===== src/rtl/pit_pkg.sv =====
package pit_pkg;

    localparam int DATA_W = 16;
    localparam int CNT_W  = 16;
    localparam int PRE_W  = 4;
    localparam int DIV_W  = 2 ** PRE_W;

    typedef struct packed {
        logic [PRE_W-1:0] pre;
        logic             doze;
        logic             dbg;
        logic             ovw;
        logic             ie;
        logic             flag;
        logic             rld;
        logic             en;
    } ctrl_t;

    typedef enum logic [1:0] {
        REG_CTRL = 2'd0,
        REG_MOD  = 2'd1,
        REG_CNT  = 2'd2,
        REG_NONE = 2'd3
    } reg_sel_e;

    function automatic logic [DATA_W-1:0] ctrl_pack(input ctrl_t c);
        logic [DATA_W-1:0] w;
        w = '0;
        w[0] = c.en;
        w[1] = c.rld;
        w[2] = c.flag;
        w[3] = c.ie;
        w[4] = c.ovw;
        w[5] = c.dbg;
        w[6] = c.doze;
        w[8 +: PRE_W] = c.pre;
        return w;
    endfunction

    function automatic ctrl_t ctrl_unpack(input logic [DATA_W-1:0] w);
        ctrl_t c;
        c.en   = w[0];
        c.rld  = w[1];
        c.flag = w[2];
        c.ie   = w[3];
        c.ovw  = w[4];
        c.dbg  = w[5];
        c.doze = w[6];
        c.pre  = w[8 +: PRE_W];
        return c;
    endfunction

    // True when a control write changes anything besides the interrupt bits.
    function automatic logic ctrl_restarts(input ctrl_t cur, input ctrl_t nxt);
        return (cur.en != nxt.en) || (cur.rld != nxt.rld) || (cur.ovw != nxt.ovw)
            || (cur.dbg != nxt.dbg) || (cur.doze != nxt.doze) || (cur.pre != nxt.pre);
    endfunction

endpackage


===== src/rtl/pit_regs.sv =====
module pit_regs
    import pit_pkg::*;
(
    input  logic              clk,
    input  logic              rst,
    input  logic              wr,
    input  reg_sel_e          sel,
    input  logic [DATA_W-1:0] wdata,
    input  logic              expire,
    output ctrl_t             ctrl_q,
    output logic [CNT_W-1:0]  mod_q,
    output logic              restart,
    output logic [CNT_W-1:0]  restart_val,
    output logic              ovw_load
);

    ctrl_t wr_c;
    ctrl_t ctrl_d;
    logic  wr_ctrl;
    logic  wr_mod;

    always_comb begin
        wr_c        = ctrl_unpack(wdata);
        wr_ctrl     = wr && (sel == REG_CTRL);
        wr_mod      = wr && (sel == REG_MOD);
        restart     = wr_ctrl && ctrl_restarts(ctrl_q, wr_c);
        restart_val = wr_c.rld ? mod_q : {CNT_W{1'b1}};
        ovw_load    = wr_mod && ctrl_q.ovw;
    end

    always_comb begin
        ctrl_d = ctrl_q;
        if (wr_ctrl) begin
            ctrl_d      = wr_c;
            ctrl_d.flag = ctrl_q.flag & ~wr_c.flag;
        end
        if (wr_mod) begin
            ctrl_d.flag = 1'b0;
        end
        if (expire) begin
            ctrl_d.flag = 1'b1;
        end
    end

    always_ff @(posedge clk) begin
        if (rst) begin
            ctrl_q <= '0;
            mod_q  <= {CNT_W{1'b1}};
        end else begin
            ctrl_q <= ctrl_d;
            if (wr_mod) begin
                mod_q <= wdata[CNT_W-1:0];
            end
        end
    end

endmodule


===== src/rtl/pit_prescaler.sv =====
module pit_prescaler
    import pit_pkg::*;
(
    input  logic             clk,
    input  logic             rst,
    input  logic             en,
    input  logic [PRE_W-1:0] pre,
    input  logic             restart,
    output logic             step
);

    localparam logic [DIV_W-1:0] ONES = {DIV_W{1'b1}};

    logic [DIV_W-1:0] div_q;
    logic [DIV_W-1:0] div_max;

    always_comb begin
        // 2^(pre+1) - 1: the half-rate base tick folded into the divider
        div_max = ~(ONES << (int'(pre) + 1));
        step    = en && (div_q == div_max) && !restart;
    end

    always_ff @(posedge clk) begin
        if (rst || restart) begin
            div_q <= '0;
        end else if (en) begin
            div_q <= (div_q == div_max) ? '0 : div_q + 1'b1;
        end
    end

endmodule


===== src/rtl/pit_counter.sv =====
module pit_counter
    import pit_pkg::*;
(
    input  logic             clk,
    input  logic             rst,
    input  logic             step,
    input  logic             restart,
    input  logic [CNT_W-1:0] restart_val,
    input  logic             ovw_load,
    input  logic [CNT_W-1:0] ovw_val,
    input  logic [CNT_W-1:0] limit,
    output logic [CNT_W-1:0] cnt_q,
    output logic             expire
);

    logic at_end;

    always_comb begin
        at_end = (cnt_q <= CNT_W'(1));
        expire = step && at_end && !restart && !ovw_load;
    end

    always_ff @(posedge clk) begin
        if (rst) begin
            cnt_q <= {CNT_W{1'b1}};
        end else if (restart) begin
            cnt_q <= restart_val;
        end else if (ovw_load) begin
            cnt_q <= ovw_val;
        end else if (step) begin
            cnt_q <= at_end ? limit : cnt_q - 1'b1;
        end
    end

endmodule


===== src/rtl/pit_timer.sv =====
module pit_timer
    import pit_pkg::*;
(
    input  logic              clk,
    input  logic              rst,
    input  logic              bus_wr,
    input  logic [1:0]        bus_word,
    input  logic [DATA_W-1:0] bus_wdata,
    output logic [DATA_W-1:0] bus_rdata,
    output logic              irq
);

    reg_sel_e         sel;
    ctrl_t            ctrl_q;
    logic [CNT_W-1:0] mod_q;
    logic [CNT_W-1:0] cnt_q;
    logic [CNT_W-1:0] restart_val;
    logic [CNT_W-1:0] limit;
    logic             restart;
    logic             ovw_load;
    logic             step;
    logic             expire;

    assign sel   = reg_sel_e'(bus_word);
    assign limit = ctrl_q.rld ? mod_q : {CNT_W{1'b1}};
    assign irq   = ctrl_q.flag & ctrl_q.ie;

    pit_regs i_regs (
        .clk         (clk),
        .rst         (rst),
        .wr          (bus_wr),
        .sel         (sel),
        .wdata       (bus_wdata),
        .expire      (expire),
        .ctrl_q      (ctrl_q),
        .mod_q       (mod_q),
        .restart     (restart),
        .restart_val (restart_val),
        .ovw_load    (ovw_load)
    );

    pit_prescaler i_prescaler (
        .clk     (clk),
        .rst     (rst),
        .en      (ctrl_q.en),
        .pre     (ctrl_q.pre),
        .restart (restart),
        .step    (step)
    );

    pit_counter i_counter (
        .clk         (clk),
        .rst         (rst),
        .step        (step),
        .restart     (restart),
        .restart_val (restart_val),
        .ovw_load    (ovw_load),
        .ovw_val     (bus_wdata[CNT_W-1:0]),
        .limit       (limit),
        .cnt_q       (cnt_q),
        .expire      (expire)
    );

    always_comb begin
        unique case (sel)
            REG_CTRL: bus_rdata = ctrl_pack(ctrl_q);
            REG_MOD:  bus_rdata = DATA_W'(mod_q);
            REG_CNT:  bus_rdata = DATA_W'(cnt_q);
            default:  bus_rdata = '0;
        endcase
    end

endmodule


===== config.mk =====
export PLATFORM = sky130hd
export DESIGN_NAME = pit_timer
export DESIGN_NICKNAME = d
export VERILOG_FILES = /design/src/rtl/pit_pkg.sv /design/src/rtl/pit_regs.sv /design/src/rtl/pit_prescaler.sv /design/src/rtl/pit_counter.sv /design/src/rtl/pit_timer.sv
export SDC_FILE = /design/constraint.sdc
export NUM_CORES = 1
export LEC_CHECK = 0
export ABC_AREA = 1
export BUFFER_PORTS_ARGS = -buffer_cell sky130_fd_sc_hd__buf_2
export CAP_MARGIN = 40
export CORE_MARGIN = 5
export CORE_UTILIZATION = 45
export CTS_CLUSTER_DIAMETER = 40
export DETAILED_ROUTE_END_ITERATION = 12
export PLACE_DENSITY_LB_ADDON = 0.3
export SLEW_MARGIN = 30
export SYNTH_ARGS = -nofsm -noshare
export SYNTH_HDL_FRONTEND = slang
export SYNTH_SLANG_ARGS = --single-unit

===== constraint.sdc =====
create_clock -name clk -period 2.5 [get_ports clk]
set_clock_uncertainty 0.05 [all_clocks]
set_input_delay 0.25 -clock clk [delete_from_list [all_inputs] [get_ports clk]]
set_output_delay 0.25 -clock clk [all_outputs]
set_load 0.01 [all_outputs]

* Yosys cells after proc, flatten, opt, wreduce, memory -nomap -nowiden *
Cells that the tools add are included.

storage, ports and cells
  output and inout bits = 17
  input port bits = 21
  register bits after elaboration = 59
  logic and storage cells = 60

cells by class
  equality and inequality tests = 9
  add/subtract/negate cells = 3
  shift operators = 1
  bitwise logic cells = 4
  multiplexer cells = 11
  reduce and logical (&&, ||, !) cells = 20
  order comparisons = 1

operators with widths
  operator                  count
  $mux W16                  7
  $pmux W16 S3              1
  $shl A16 B32 Y16 const A  1
  $add A16 B1 Y16 const B   1
  $eq A16 B16 Y1            1
  $le A16 B1 Y1 const B     1
  $not A16 Y16              1
  $sub A16 B1 Y16 const B   1
  $logic_and A1 B1 Y1       9
  $logic_or A1 B1 Y1        6
  $reduce_bool A3 Y1        2
  $add A4 B1 Y5 const B     1
  $ne A1 B1 Y1              5
  $ne A4 B4 Y1              1
  $mux W3                   1
  $and A1 B1 Y1             2
  $eq A2 B1 Y1 const B      1
  $eq A2 B2 Y1 const B      1
  $logic_not A1 Y1          2
  $logic_not A2 Y1          1
  $mux W1                   2
  $not A1 Y1                1

* Depth between registers and ports, before layout *
Gate-level depths: netlist (run 1).

  depth in word-level cells = 13
  depth in mapped cells = 17
  mapped depth without buffers = 16

* Modules after synthesis *
Synthesis (run 1) repeated with hierarchy kept, for this count alone.

second synthesis, totals
  cell total of the unflattened synthesis = 818
  area total of the unflattened synthesis = 4,795.8 µm²

by module, submodules not included
  module         sequential area each (µm²)  area an instance (µm²)  cells each  instances
  pit_counter    320.3                       1,620.3                 301         1
  pit_prescaler  320.3                       1,477.7                 239         1
  pit_regs       540.5                       1,248.7                 173         1
  pit_timer      0.0                         449.2                   105         1

* Worst setup path before layout (run 1) *
No wires, ideal clock.

  path kind = reg2reg
  start = reg, netlist name i_regs.ctrl_q[8]
  end = reg i_counter.cnt_q[4]
  required time = 2.319 ns
  stages on the path, launching flop included = 16
  period minus slack after synthesis = 2.352 ns
  slack = 0.148 ns
  setup time = 0.131 ns
  arrival = 2.171 ns
  buffers on the path = 1
  cells stage by stage = dfxtp_1 > ha_1 > ha_1 > nor2_1 > nand2_1 > inv_1 > nand2_1 > nand2_1 > nand2_1 > inv_1 > nand3_1 > nor2_4 > nand4_4 > buf_2 > nand3_1 > nand3_2

on the way
  word-level cells in the longest chain between the ends = 7
  elaborated cells between the ends (all ways) = 12
  classes of those cells = add/sub (1); eq/ne (2); shift (1); mux (1); bitwise (1); reduce/logical (6)

ends and longest elaborated chain
  item                               line                 RTL
  $add A4 B1 Y5                      pit_prescaler.sv:19  div_max = ~(ONES << (int'(pre) + 1));
  $shl A16 B32 Y16                   pit_prescaler.sv:19
  $not A16 Y16                       pit_prescaler.sv:19
  $eq A16 B16 Y1                     pit_prescaler.sv:20  step = en && (div_q == div_max) && !restart;
  $logic_and A1 B1 Y1 (2 in series)  pit_prescaler.sv:20
  $reduce_bool A3 Y1 (no line)       --
  to (signal assigned)               pit_counter.sv:25    cnt_q <= {CNT_W{1'b1}};
  to (signal assigned)               pit_counter.sv:27    cnt_q <= restart_val;
  to (signal assigned)               pit_counter.sv:29    cnt_q <= ovw_val;
  to (decl)                          pit_counter.sv:12    output logic [CNT_W-1:0] cnt_q,

Parallel ways exist; a longest one is shown, timed or not.
A chain may end at the register's enable or synchronous reset.

* Final worst setup path (run 1) *
  start = reg, netlist name i_regs.ctrl_q[7]
  end = reg i_counter.cnt_q[7]

on the way
  word-level cells in the longest chain between the ends = 7
  elaborated cells between the ends (all ways) = 12
  classes of those cells = add/sub (1); eq/ne (2); shift (1); mux (1); bitwise (1); reduce/logical (6)

ends and longest elaborated chain
  item                               line
  $add A4 B1 Y5                      pit_prescaler.sv:19
  $shl A16 B32 Y16                   pit_prescaler.sv:19
  $not A16 Y16                       pit_prescaler.sv:19
  $eq A16 B16 Y1                     pit_prescaler.sv:20
  $logic_and A1 B1 Y1 (2 in series)  pit_prescaler.sv:20
  $reduce_bool A3 Y1 (no line)       --

Parallel ways exist; a longest one is shown, timed or not.

==> out/qor.yml, run 1 <==
clock_tree:
  cts_sinks: 59
  path_clk_slew_ns: 0.07
  ctsHoldBuffers: 0
  cts_tree: "yes"
  root_buffer: "clkbuf_8"
  worstSkewPairLatency_ns: 0.35
  htree_levels: 3
  numCtsBuffers: 9
  cts_buffer_depth: 2
critical_path:
  ff2ff_setup_slack_ns: 0.13
  cp-end-kind: "flop"
  rr_endpoint: "i_counter.cnt_q[7]$_SDFFE_PP1P_"
  crit_path_start: "i_regs.ctrl_q[7]$_SDFFE_PP0P_"
  worstReg2RegStart: "i_regs.ctrl_q[7]$_SDFFE_PP0P_"
  cp.arrival_ns: 2.54
  worstPathMaxFanout: 8
  required_ns: 2.66
  rr_worst_depth: 14
  worst-setup-path-type: "flop to flop"
  start_kind: "flop"
  critPathCapture: "i_counter.cnt_q[7]$_SDFFE_PP1P_"
route:
  post_drt_wl_per_cell_um: 15.8
  avgViaCountPerCell: 5.54
  drt-pass1-iter-count: 5
  drc: 0
  vias: 4645
  ant_nets: 0
  routed_wl_um: 13300
  drtIter0Drc: 336
cells_and_area:
  synthToLayoutAreaGrowth_pct: 15.5
  fill_cells: 932
  fin_cells: 839
  layout.nets: 750
  diodes: 0
  drive_gt1_frac: 0.157
  final_cell_area_sq_um: 4870
floorplanning:
  initial_core_util: 0.458
  core-area_sq_um: 9200
  io_pins: 38
  die_w_um: 107
  die_area_sq_um: 11400
  dieHeight_um: 107
  rows: 35
power:
  p_seq_frac: 0.451
  power_density_nw_per_um2: 464
  p_sw_uw: 706
  ir_drop_mv: 0.234
  total_power_mw: 2.26
  clockPowerShare: 0.355
  swShare: 0.312
  pwr-share-comb: 0.193
  internal_power_mw: 1.55
  power.leakage_nw: 2.28
logic_synthesis:
  ys_seq_area_frac: 0.280
  syn_area_sq_um: 4210
  synth_seq_cells: 59
  synth_top_family_by_area: "simple AND/OR/NAND/NOR gates"
  yosysWarningCount: 0
  avgSynthCellArea_sq_um: 6.22
  synth-xor-area-share: 0.0541
  synth_nets: 704
  yosys.area_share.simple: 0.387
  postSynthCellCount: 677
  synth_fa_ha_area_frac: 0.0178
  synth_compound_area_frac: 0.149
  synthMuxAreaShare: 0
  yosys.cell_types.count: 37
place:
  dpl_cell_area_sq_um: 4530
  placedCellCount: 817
  gp_congestion: 0.968
  pre_cts_slack_ns: 0.0822
  place_hpwl_um: 9550
  io_buffers: 37
sta:
  max_freq_mhz: 421
  period_minus_slack_ns: 2.37
  fin_crit_sh: 0.950
  hold_viol: 0
  tightest_slew_ns: 0.648
  relSlewSlack: 0.567
  final-setup-viol-count: 0
  timing.final.ws_setup_ns: 0.126
  slew_viol_final: 0
  hold_slack_ns: 0.0391
global_routing:
  grt_remaining_overflow: 0
  antenna_found_initial: 0
  grt_pass1_wl_um: 21200
  grt_max_degree: 43
  grt_pass1_vias: 4281
  track_usage: 0.233
outcome:
  status: "complete, no violations"
flow_run:
  drv_cap: 0
min_path:
  hp-class: "input port to flop"
## stage by stage
stage	TNS [ns]	utilization
floorplan	0	-
detailed placement	0	0.493
CTS	0	0.511
global placement	0	0.493
global route	-0.0476	0.529
finish	0	0.529
## cell type report
type | instances | area (sq um) | share of cell area
Inverter | 86 | 323 | 0.0663
Tap cell | 111 | 139 | 0.0285
Multi-Input combinational cell | 506 | 2650 | 0.544
Clock inverter | 2 | 10.0 | 0.00206
Sequential cell | 59 | 1190 | 0.244
Clock buffer | 14 | 163 | 0.0334
Timing Repair Buffer | 61 | 395 | 0.0813
## cell usage in the layout, fill, tap and decap left out, types with 2 or more instances in the layout
cell type / Yosys / layout
nand2_2: 13 / 13
nor2_1: 86 / 84
nand4_1: 8 / 8
nand3b_1: 3 / 3
buf_4: 3 / 22
nand3_4: 1 / 2
o221ai_1: 10 / 10
inv_2: 2 / 4
xnor2_1: 4 / 4
buf_2: 5 / 37
clkbuf_8: 0 / 11
o21ai_0: 26 / 26
a31oi_1: 3 / 3
xor2_1: 22 / 22
nor3_1: 9 / 9
a21oi_1: 43 / 43
clkbuf_1: 15 / 3
ha_1: 6 / 3
o22ai_1: 2 / 2
o211ai_1: 17 / 17
clkinv_2: 0 / 2
ha_4: 0 / 3
nand2_1: 160 / 159
dfxtp_2: 0 / 2
inv_1: 83 / 81
nor2_4: 1 / 2
dfxtp_1: 59 / 56
nand3_2: 3 / 4
nor2_2: 3 / 4
nand3_1: 77 / 76
## what timing repair did
item,in CTS,in global routing
endpoints found under the hold margin,0,0
resized for setup,0,22
setup buffers,0,4
setup endpoints to repair,0,32
## synthesized netlist by cell type
cell type	number	share of area
nand2_2	13	0.019
nand3_2	3	0.0071
nand4_2	1	0.0030
nor3_1	9	0.011
xnor2_1	4	0.0083
nand3b_1	3	0.0053
buf_1	1	0.00089
o221ai_1	10	0.021
clkbuf_1	15	0.013
nor2_4	1	0.0027
o21ai_1	2	0.0024
a21oi_1	43	0.051
nor2_2	3	0.0045
o211ai_1	17	0.030
nand3_1	77	0.091
inv_1	83	0.074
buf_2	5	0.0059
nand4_1	8	0.012
dfxtp_1	59	0.28
nand3_4	1	0.0042
nor2_1	86	0.077
nand2_4	1	0.0027
o311ai_0	1	0.0021
o22ai_1	2	0.0030
clkinv_1	1	0.00089
o21ai_0	26	0.031
a21boi_0	1	0.0018
buf_12	1	0.0048
ha_1	6	0.018
nand2_1	160	0.14
a31oi_1	3	0.0045
xor2_1	22	0.046
inv_2	2	0.0018
o21bai_1	1	0.0018
buf_4	3	0.0053
buf_6	2	0.0053
nand4_4	1	0.0050
## worst min-delay path by stage
stage / startpoint / end / slack, ns / cells after the start
2_1_floorplan: rst / i_regs.ctrl_q[2]$_SDFFE_PP0P_ / 0.27 / 1
3_3_place_gp: rst / i_regs.ctrl_q[2]$_SDFFE_PP0P_ / 0.39 / 2
3_5_place_dp: rst / i_regs.ctrl_q[2]$_SDFFE_PP0P_ / 0.40 / 2
4_1_cts: rst / i_regs.ctrl_q[2]$_SDFFE_PP0P_ / 0.03 / 2
5_1_grt: rst / i_regs.ctrl_q[2]$_SDFFE_PP0P_ / 0.03 / 2
6_report: rst / i_regs.ctrl_q[2]$_SDFFE_PP0P_ / 0.04 / 2
## sequential cells by signal, summed over array words and instances, names as in the netlist
signal             flops
i_counter.cnt_q       16
i_prescaler.div_q     16
i_regs.ctrl_q         11
i_regs.mod_q          16
## power groups by stage
stage	Sequential [mW]	Clock, mW	Combinational (mW)
global route	1.02	0.868	0.487
finish	1.02	0.802	0.437
global placement	1.04	0	0.403
detailed placement	1.04	0	0.410
floorplan	1.03	0	0.290
CTS	1.02	0.818	0.415
## critical path: stages (launching register included)
cell	delay, ns
dfxtp_4	0.38
ha_4	0.16
buf_4	0.14
nand3_4	0.13
nand2_1	0.09
nand2_1	0.05
nor2_1	0.14
nand3_2	0.13
nor2_4	0.15
nand2_2	0.07
nor2_4	0.12
nand4_4	0.22
clkbuf_16	0.25
nand3_1	0.07
nand3_1	0.08
## logic make-up after synthesis
family	after synthesis
buffers and inverters	113
flip-flops	59
AO/OA/AOI/OAI	106
AND/OR/NAND/NOR	367
XOR/XNOR	26
adder cells (fa/ha/maj)	6
## per-layer routing
layer  wire length (um)  vias to the layer above  global-route usage  part of all wire
li1                   -                     2302                   -                 -
met1               6110                     2108               0.328              0.46
met2               5660                      205               0.345              0.43
met3               1280                       30              0.0680             0.096
met4                248                        0              0.0685             0.019
met5                  0                        -                   0                 0
No activity file was read; power rests on OpenSTA's default activity.
==> inputs of run 2 (changes only) <==
Settings changed: CELL_PAD_IN_SITES_DETAIL_PLACEMENT set to 0, CELL_PAD_IN_SITES_GLOBAL_PLACEMENT set to 1, CORE_UTILIZATION 45 to 38.
==> run 2 against run 1 <==
Die area up 17%. Routed wire length grew 7.2%. Largest cell class unchanged. Sequential power is essentially flat. Combinational power up 2%. Final cell count rose by 3.6%. Register-to-register slack better by 0.07 ns. Worst setup slack better by 0.067 ns. Fmax rose by 2.9%. Clock power is 19% higher. First-iteration DRC count rose by 23%.
==> out/qor.yml, run 2 (synthesis results as in run 1) <==
route:
  post_drt_wl_per_cell_um: 16.4  # was 15.8 um
  drc: 0  # unchanged
  avgViaCountPerCell: 5.31  # was 5.54
  drtIter0Drc: 414  # was 336
  drt-pass1-iter-count: 5  # unchanged
  routed_wl_um: 14300  # was 13300 um
  ant_nets: 0  # unchanged
  vias: 4618  # was 4645
place:
  placedCellCount: 852  # was 817
  io_buffers: 37  # unchanged
  place_hpwl_um: 10700  # was 9550 um
  pre_cts_slack_ns: 0.0250  # was 0.0822 ns
  gp_congestion: 0.899  # was 0.968
flow_run:
  drv_cap: 0  # unchanged
clock_tree:
  cts_buffer_depth: 2  # unchanged
  numCtsBuffers: 9  # unchanged
  root_buffer: "clkbuf_8"  # unchanged
  ctsHoldBuffers: 0  # unchanged
  worstSkewPairLatency_ns: 0.35  # about the same
  cts_sinks: 59  # unchanged
  htree_levels: 3  # unchanged
  cts_tree: "yes"  # unchanged
  path_clk_slew_ns: 0.07  # about the same
sta:
  setup_tns_ns: 0  # unchanged
  final-setup-viol-count: 0  # unchanged
  max_freq_mhz: 433  # was 421 MHz
  fin_crit_sh: 0.923  # was 0.950
  tightest_slew_ns: 0.671  # was 0.648 ns
  period_minus_slack_ns: 2.31  # was 2.37 ns
  grt_setup_unrepaired: "false"
  hold_viol: 0  # unchanged
  timing.final.ws_setup_ns: 0.193  # was 0.126 ns
  relSlewSlack: 0.552  # was 0.567
  hold_slack_ns: 0.0669  # was 0.0391 ns
  slew_viol_final: 0  # unchanged
global_routing:
  track_usage: 0.218  # was 0.233
  grt_max_degree: 28  # was 43
  grt_remaining_overflow: 0  # unchanged
  grt_pass1_vias: 4408  # was 4281
  grt_pass1_wl_um: 22500  # was 21200 um
  antenna_found_initial: 0  # unchanged
power:
  internal_power_mw: 1.70  # was 1.55 mW
  pwr-share-comb: 0.184  # was 0.193
  clockPowerShare: 0.395  # was 0.355
  p_seq_frac: 0.422  # was 0.451
  p_sw_uw: 723  # was 706 uW
  swShare: 0.299  # was 0.312
  power.leakage_nw: 2.29  # was 2.28 nW
  power_density_nw_per_um2: 495  # was 464 nW/um^2
  ir_drop_mv: 0.276  # was 0.234 mV
  total_power_mw: 2.42  # was 2.26 mW
critical_path:
  worst-setup-path-type: "flop to flop"  # unchanged
  start_kind: "flop"  # unchanged
  max_stage_delay_ns: 0.44  # was 0.38 ns
  cp.arrival_ns: 2.48  # was 2.54 ns
  path_common_cell: "nand3_1"
  slowest_stage: "dfxtp_1"  # was dfxtp_4
  path_delay_family: "simple AND/OR/NAND/NOR gates"  # unchanged
  required_ns: 2.67  # was 2.66 ns
  path_cells: "buf_4 -> nand4_2 -> nand2_4 -> o21ai_1 -> nand2_1 -> nand3_1 -> nor2_1 -> nand4_4 -> buf_4 -> nand3_1 -> nand3_1"  # was ha_4 -> buf_4 -> nand3_4 -> nand2_1 -> nand2_1 -> nor2_1 -> nand3_2 -> nor2_4 -> nand2_2 -> nor2_4 -> nand4_4 -> clkbuf_16 -> nand3_1 -> nand3_1
  worstPathMaxFanout: 14  # was 8
  cp.buffers_inverters: 2  # unchanged
  cp-end-kind: "flop"  # unchanged
  worstReg2RegStart: "i_regs.ctrl_q[9]$_SDFFE_PP0P_"  # was i_regs.ctrl_q[7]$_SDFFE_PP0P_
  crit_path_start: "i_regs.ctrl_q[9]$_SDFFE_PP0P_"  # was i_regs.ctrl_q[7]$_SDFFE_PP0P_
floorplanning:
  core-area_sq_um: 10800  # was 9200 sq um
  rows: 38  # was 35
  initial_core_util: 0.389  # was 0.458
  die_area_sq_um: 13300  # was 11400 sq um
  dieHeight_um: 115  # was 107 um
  io_pins: 38  # unchanged
  die_w_um: 115  # was 107 um
cells_and_area:
  layout.nets: 751  # was 750
  fin_cells: 869  # was 839
  diodes: 0  # unchanged
  drive_gt1_frac: 0.152  # was 0.157
  reg_top3: "i_counter.cnt_q (16), i_prescaler.div_q (16), i_regs.mod_q (16)"  # unchanged
  synthToLayoutAreaGrowth_pct: 15.9  # was 15.5%
  layout_common_cells: "159 x nand2_1, 86 x nor2_1, 82 x inv_1"  # was 159 x nand2_1, 84 x nor2_1, 81 x inv_1
  mostFrequentLayoutCell: "nand2_1"  # unchanged
  fill_cells: 1168  # was 932
outcome:
  status: "complete, no violations"  # unchanged
min_path:
  worstHoldStart: "rst"  # unchanged
  hp-class: "input port to flop"  # unchanged
## run 2: power groups by stage
stage / sequential (mW) / clock [mW] / combinational [mW]
after floorplan: 1.03 / 0 / 0.290
after global placement: 1.04 / 0 / 0.431
after detailed placement: 1.04 / 0 / 0.432
after CTS: 1.02 / 0.971 / 0.435
after global routing: 1.02 / 1.02 / 0.492
final: 1.02 / 0.954 / 0.444
## run 2: path summary, 6_finish.rpt
check             slack (ns)                          endpoint  depth (start not counted)
setup reg to reg        0.19  i_counter.cnt_q[13]$_SDFFE_PP1P_                         11
setup / recovery        0.19  i_counter.cnt_q[13]$_SDFFE_PP1P_                         11
hold / removal          0.07     i_regs.ctrl_q[2]$_SDFFE_PP0P_                          2
hold reg to reg         0.45   i_counter.cnt_q[1]$_SDFFE_PP1P_                          2
## run 2: what timing repair did
item / CTS / global route
resized for setup: 0 / 9
endpoints found under the setup margin: 0 / 32
buffers inserted: 0 / 0
## run 2: area by class of cell
cell class                      count  area, sq um  share of cell area
Clock buffer                       10          128              0.0261
Clock inverter                      6         80.1              0.0164
Inverter                           86          323              0.0661
Multi-Input combinational cell    506         2610               0.534
Sequential cell                    59         1180               0.242
Tap cell                          140          175              0.0359
Timing Repair Buffer               62          385              0.0789
## run 2: metrics by stage
stage               instance area [sq um]   util
floorplan                            4210      -
global placement                     4620  0.426
detailed placement                   4620  0.426
CTS                                  4830  0.446
global route                         4880  0.450
finish                               4880  0.450
## run 2: per-layer routing
| metal | share of wire | global-route usage |
|---|---|---|
| met4 | 0.038 | 0.103 |
| met3 | 0.058 | 0.0400 |
| met5 | 0 | 0 |
| met2 | 0.45 | 0.349 |
| met1 | 0.45 | 0.284 |
